File: src/rtl/uart_tx_dbuf.sv
module uart_tx_dbuf #(
  parameter int OVS = 16
) (
  input  logic       clk,
  input  logic       rst_n,
  input  logic       en,
  input  logic       tick16,
  input  logic       wr_en,
  input  logic [7:0] wr_data,
  input  logic       cfg_len8,
  input  logic       cfg_par_en,
  input  logic       cfg_par_odd,
  input  logic       cfg_stop2,
  input  logic       cfg_irq_src,
  output logic       txd,
  output logic       buf_empty,
  output logic       shift_done,
  output logic       irq
);
  localparam int CW = (OVS > 1) ? $clog2(OVS) : 1;

  typedef enum logic [2:0] {S_IDLE, S_START, S_DATA, S_PAR, S_STOP1, S_STOP2} st_t;

  st_t           st;
  logic [7:0]    hold, sh;
  logic          full;
  logic [2:0]    bitn;
  logic [CW-1:0] tcnt;
  logic          len8_l, par_en_l, stop2_l, par_l;
  logic          tbe_q, tsc_q;

  wire       bit_end   = tick16 && (tcnt == CW'(OVS - 1));
  wire       last_stop = (st == S_STOP2) || (st == S_STOP1 && !stop2_l);
  wire       frame_end = last_stop && bit_end;
  wire       load      = en && full && (st == S_IDLE || frame_end);
  wire [7:0] mask      = cfg_len8 ? 8'hFF : 8'h7F;

  always_ff @(posedge clk or negedge rst_n) begin
    if (!rst_n) begin
      st       <= S_IDLE;
      hold     <= '0;
      sh       <= '0;
      full     <= 1'b0;
      bitn     <= '0;
      tcnt     <= '0;
      len8_l   <= 1'b1;
      par_en_l <= 1'b0;
      stop2_l  <= 1'b0;
      par_l    <= 1'b0;
      tbe_q    <= 1'b1;
      tsc_q    <= 1'b1;
    end else begin
      tbe_q <= buf_empty;
      tsc_q <= shift_done;

      if (wr_en) begin
        hold <= wr_data;
        full <= 1'b1;
      end else if (load) begin
        full <= 1'b0;
      end

      if (!en) begin
        st   <= S_IDLE;
        tcnt <= '0;
      end else if (load) begin
        st       <= S_START;
        tcnt     <= '0;
        bitn     <= '0;
        sh       <= hold & mask;
        len8_l   <= cfg_len8;
        par_en_l <= cfg_par_en;
        stop2_l  <= cfg_stop2;
        par_l    <= (^(hold & mask)) ^ cfg_par_odd;
      end else if (st != S_IDLE && tick16) begin
        tcnt <= bit_end ? '0 : tcnt + 1'b1;
        if (bit_end) begin
          case (st)
            S_START: st <= S_DATA;
            S_DATA: begin
              sh   <= sh >> 1;
              bitn <= bitn + 3'd1;
              if (bitn == (len8_l ? 3'd7 : 3'd6))
                st <= par_en_l ? S_PAR : S_STOP1;
            end
            S_PAR:   st <= S_STOP1;
            S_STOP1: st <= stop2_l ? S_STOP2 : S_IDLE;
            S_STOP2: st <= S_IDLE;
            default: st <= S_IDLE;
          endcase
        end
      end
    end
  end

  always_comb begin
    case (st)
      S_START: txd = 1'b0;
      S_DATA:  txd = sh[0];
      S_PAR:   txd = par_l;
      default: txd = 1'b1;
    endcase
  end

  assign buf_empty  = !full;
  assign shift_done = (st == S_IDLE) || (last_stop && !full);
  assign irq        = cfg_irq_src ? (shift_done && !tsc_q) : (buf_empty && !tbe_q);
endmodule

File: config.mk
export PLATFORM = sky130hd
export DESIGN_NAME = uart_tx_dbuf
export DESIGN_NICKNAME = d
export VERILOG_FILES = /design/src/rtl/uart_tx_dbuf.sv
export SDC_FILE = /design/constraint.sdc
export NUM_CORES = 1
export LEC_CHECK = 0
export BUFFER_PORTS_ARGS = -buffer_cell sky130_fd_sc_hd__buf_2
export CAP_MARGIN = 20
export CORE_ASPECT_RATIO = 0.75
export CORE_MARGIN = 2
export CORE_UTILIZATION = 40
export DETAILED_ROUTE_END_ITERATION = 7
export GPL_TIMING_DRIVEN = 1
export PLACE_DENSITY = 0.71
export SLEW_MARGIN = 10
export SYNTH_ARGS = -nofsm -noshare
export SYNTH_HDL_FRONTEND = slang
export SYNTH_SLANG_ARGS = --single-unit
File: constraint.sdc
create_clock -name clk -period 2.3 [get_ports clk]
set_clock_uncertainty 0.1 [all_clocks]
set_input_delay 0 -clock clk [delete_from_list [all_inputs] [get_ports clk]]
set_output_delay 0 -clock clk [all_outputs]
set_load 0.01 [all_outputs]
# Yosys cells after proc, flatten, opt, wreduce, memory -nomap -nowiden
# Index checks and enable logic that the tools add are counted.
# op_classes
add_sub_neg	2
bitwise	2
n_mux	26
eq_ne	10
n_reduce_logical	26
# ops
operator	count
8-bit 2-to-1 mux	5
3-bit 2-to-1 mux	11
4-bit 2-to-1 mux	4
3-bit one-hot mux with 4 select lines	1
1-bit logical AND	9
8-bit AND	1
2-bit nonzero test	4
8-bit XOR reduction	1
3-bit by 2-bit equality test with 1-bit output (second input constant)	2
3-bit equality test (second input constant)	2
3-bit by 1-bit != test with 1-bit output (second input constant)	2
4-bit by 1-bit adder with 4-bit output (second input constant)	1
4-bit equality test (second input constant)	1
1-bit logical NOT	4
1-bit 2-to-1 mux	4
4-bit != test (second input constant)	1
4-bit AND reduction	1
3-bit by 1-bit adder with 3-bit output (second input constant)	1
3-bit by 1-bit equality test with 1-bit output (second input constant)	1
3-bit equality test	1
3-bit logical NOT	1
1-bit logical OR	3
1-bit one-hot mux with 3 select lines	1
3-bit AND reduction	1
other kinds (3)	3
# word_totals
out_inout_bits	4
word_cells	78
regBits	33
inputBits	18

# Depth between registers and ports, before layout
# depth
depth_word	8
mapped_depth	6
depth_no_buf	5

# Worst setup path after synthesis
# No wires, ideal clock.
# synth_timing
path_type	reg-to-reg
startpoint	reg tcnt[0]
endpoint	reg sh[0]
slack_ps	421
t_arrival_ps	1654
synth_period_minus_slack_ps	1879
setup_time_ps	125
stages_incl_launch_ff	7
required_ps	2075
cell_sequence	dfrtp_1 -> ha_1 -> and4_4 -> a31oi_4 -> nor2_4 -> buf_6 -> mux2_2
# synth_via
elab_chain_len	7
# synth_lines
element	line	source
start, declared	28	logic [CW-1:0] tcnt;
start signal, assigned	76	tcnt <= bit_end ? '0 : tcnt + 1'b1;
4-bit equality test (*)	32	wire bit_end = tick16 && (tcnt == CW'(OVS - 1));
1-bit logical AND (*)	32	
1-bit logical AND	34	wire frame_end = last_stop && bit_end;
1-bit logical OR	35	wire load = en && full && (st == S_IDLE || frame_end);
1-bit logical AND	35	
2-bit nonzero test (no line)	-	
4-bit AND reduction (no line)	-	
end signal, assigned	70	sh <= hold & mask;
end signal, assigned	81	sh <= sh >> 1;
end, declared	25	logic [7:0] hold, sh;
# Every way passes the cells marked *; elsewhere a longest branch is shown, timed or not.
# A chain may end at the register's enable or synchronous reset.

# Worst setup path after layout
# Same ends and word-level chain as after synthesis.

==> impl_metrics.env <==
export IMPL_grt_pass1_wl_um=5930
export IMPL_reg2regPathDepth=5
export IMPL_tritoncts="done"
export IMPL_grt_antenna_before_repair=0
export IMPL_min_delay_start="wr_en"
export IMPL_pin_count=22
export IMPL_clock_edge_transition_at_the_registers_on_the_reported_setup_and_hold_paths_ps=70
export IMPL_dpl_hpwl_um=2440
export IMPL_cpLargestDelayFamily="simple AND/OR/NAND/NOR gates"
export IMPL_placement_rows=20
export IMPL_worst_hold_path_type="in2reg"
export IMPL_layout_worst_path_cycle_share_pct=91.4
export IMPL_pwr_share_comb_pct=24.1
export IMPL_initial_core_util_pct=42.1
export IMPL_timing_critical_path_to_type="flip-flop"
export IMPL_switchingPower_mw=0.471
export IMPL_most_common_cell_in_the_netlist="dfrtp_1"
export IMPL_crit_path_time_final_ps=2100
export IMPL_worst_path_largest_cell_delay_ps=410
export IMPL_synth_net_count=169
export IMPL_place_ws_ps=223
export IMPL_core_area_sq_um=4080
export IMPL_synth_area_per_cell_sq_um=11.5
export IMPL_final_estimated_routing_congestion_in_global_placement=0.855
export IMPL_synthDominantCellAreaShare_pct=43.8
export IMPL_global_route_usage_total_pct=16.4
export IMPL_post_route_cells_drive_above_1_share_pct=31.0
export IMPL_insertion_delay_ps=280
export IMPL_worstMarginPinSlew_ps=737
export IMPL_netlist_area_sq_um=1720
export IMPL_leakagePower_nw=0.886
export IMPL_path_max_fanout=14
export IMPL_grt_setup_unrepaired="no"
export IMPL_netlist_instances=149
export IMPL_maxCapViolations=0
export IMPL_worst_ir_drop_vdd_mv=0.479
export IMPL_synthArstFlopShare_pct=100
export IMPL_initialDrtViolationCount=126
export IMPL_post_drt_wl_per_cell_um=14.4
export IMPL_layout_nets=206
export IMPL_timing_critical_path_buf_inv=0
export IMPL_p_seq_share_pct=48.9
export IMPL_buffer_ports_inserted=21
export IMPL_postRouteWirelength_um=3490
export IMPL_hold_end="full$_DFFE_PN0P_"
export IMPL_die_h_um=60.7
export IMPL_synth_area_top_cells="dfrtp_1 (44%), mux2_2 (11%), dfstp_2 (4.6%)"
export IMPL_clock_sinks=33
export IMPL_final_setup_viol_count=0
export IMPL_achievable_frequency_mhz=476
export IMPL_crit_path_top_delay_cell="dfrtp_1"
export IMPL_cp_start_kind="flip-flop"
export IMPL_setup_tns_ps=0
export IMPL_final_cell_count_no_fill=242
export IMPL_placed_insts=220
export IMPL_final_core_utilization_pct=51.0
export IMPL_globalRoute_totalOverflow=0
export IMPL_power_per_cell_area_nw_per_um2=763
export IMPL_critPathKind="reg2reg"
export IMPL_max_clock_path_buffers=2
export IMPL_power_frac_clock_pct=27.0
export IMPL_report_final_slew_viol_count=0
export IMPL_drt_pass1_iterations=4
export IMPL_ctsRootBufferMaster="clkbuf_8"
export IMPL_number_of_synthesized_flops_with_an_enable_pin=0
export IMPL_power_switching_fraction_pct=29.7
export IMPL_remaining_drc_errors=0
export IMPL_diodes=0
export IMPL_cts_htree_levels=2
export IMPL_run_status="completed"
export IMPL_dominantRegCellSynth="dfrtp_1"
export IMPL_postSynthRegisterBits=33
export IMPL_cp_cell_sequence="ha_1, and4_4, a31oi_4, nor2_4, mux2_2"
export IMPL_grt_pass1_vias=1255
export IMPL_post_synth_num_cell_types=45
export IMPL_post_synth_top_area_cell="dfrtp_1"
export IMPL_die_area_sq_um=4830
export IMPL_hold_path_cell_count=2
export IMPL_critical_path_required_ps=2370
export IMPL_synth_warning_count=0
export IMPL_seq_area_frac_synth_pct=48.4
export IMPL_die_width_um=79.6
export IMPL_worst_hold_margin_ps=9.72
export IMPL_reg2reg_setup_slack_ps=200
export IMPL_synth_commonest_cells="dfrtp_1 (30), mux2_2 (16), nand2_1 (12)"
export IMPL_worstReg2RegEnd="sh[0]$_DFFE_PN0P_"
export IMPL_timing_slew_headroom_pct=50.9
export IMPL_drtAntennaViolNets=0
export IMPL_via_per_inst=5.29
export IMPL_setup_slack_ps=199
export IMPL_cp_arrival_ps=2170
export IMPL_area_delta_synth_final_pct=21.2
export IMPL_cell_internal_pwr_mw=1.11
export IMPL_cts_made_buffers=5
export IMPL_grt_max_degree=34
export IMPL_worst_r2r_startpoint="tcnt[0]$_DFFE_PN0P_"
export IMPL_detailroute_via_count=1281
export IMPL_timing_hold_violations_final=0
## how the worst max path moves through the flow
stage	from	end	slack [ps]	depth (start not counted)
CTS	tcnt[0]$_DFFE_PN0P_	sh[0]$_DFFE_PN0P_	210	5
finish	tcnt[0]$_DFFE_PN0P_	sh[0]$_DFFE_PN0P_	200	5
floorplan	tcnt[0]$_DFFE_PN0P_	sh[0]$_DFFE_PN0P_	420	6
detailed placement	tcnt[0]$_DFFE_PN0P_	sh[5]$_DFFE_PN0P_	220	5
global route	tcnt[0]$_DFFE_PN0P_	sh[0]$_DFFE_PN0P_	100	5
global placement	tcnt[0]$_DFFE_PN0P_	sh[4]$_DFFE_PN0P_	300	5
## cell families (layout without fill, tap and decap cells)
group	Yosys count	in the layout	share of synthesized area, %
AO/OA/AOI/OAI	28	28	11.7
XOR/XNOR	10	10	5.91
adder cells (fa/ha/maj)	2	2	1.46
buffers and inverters	10	48	3.21
flip-flops	33	33	48.4
multiplexers	23	23	15.2
AND/OR/NAND/NOR	43	43	14.2
## layout by cell type (no fill, tap or decap), types with 3 or more instances in the layout
master / instances
a21oi_1: 7
buf_2: 21
clkbuf_8: 5
dfrtp_1: 30
dfstp_2: 3
dlygate4sd3_1: 14
inv_1: 5
mux2_1: 5
mux2_2: 16
nand2_1: 12
nand3_1: 6
nor2_1: 5
o21ai_0: 5
xnor2_1: 7
## registers in the layout, indices dropped and copies added, names as in the netlist
name      cells
par_en_l      1
par_l         1
tsc_q         1
tcnt          4
st            3
hold          8
len8_l        1
full          1
stop2_l       1
bitn          3
sh            8
tbe_q         1
## metal layers
layer / track usage (%) / up-vias / wire [um]
li1: - / 609 / -
met4: 4.19 / 0 / 27
met5: 0 / - / 0
met1: 21.7 / 623 / 1630
met3: 4.46 / 4 / 172
met2: 27.0 / 45 / 1660
## through the flow
step	cell area [sq um]	power (mW)
finish	2080	1.59
global route	2080	1.68
CTS	2080	1.59
detailed placement	1850	1.15
global placement	1850	1.12
floorplan	1720	1.05
## cell type report
class | instances | area, sq um
multi-input cells | 106 | 831
repair buffers | 35 | 245
clock buffers | 5 | 68.8
inverters | 5 | 18.8
fillers | 363 | 2000
flip-flops and latches | 33 | 830
clock inverters | 3 | 17.5
well taps | 55 | 68.8
## worst register-to-register path: cells and delay by family (launching register included)
kind / cells / cell delay [ps]
AOI/OAI and AO/OA: 1 / 140
adders and majority gates: 1 / 260
and+or+nand+nor: 2 / 680
muxes: 1 / 390
DFF: 1 / 410
## power by group through the flow
| stage | Combinational [mW] | Sequential [mW] | Clock [mW] |
|---|---|---|---|
| floorplan | 0.297 | 0.750 | 0 |
| global placement | 0.345 | 0.778 | 0 |
| detailed placement | 0.366 | 0.784 | 0 |
| CTS | 0.386 | 0.775 | 0.434 |
| global route | 0.422 | 0.791 | 0.467 |
| finish | 0.383 | 0.775 | 0.428 |
## what timing repair did
action,in CTS,in global routing
hold buffers,14,0
hold endpoints to repair,44,0
buffers inserted,0,0
resized for setup,0,0
No activity file was read; power rests on OpenSTA's default activity.
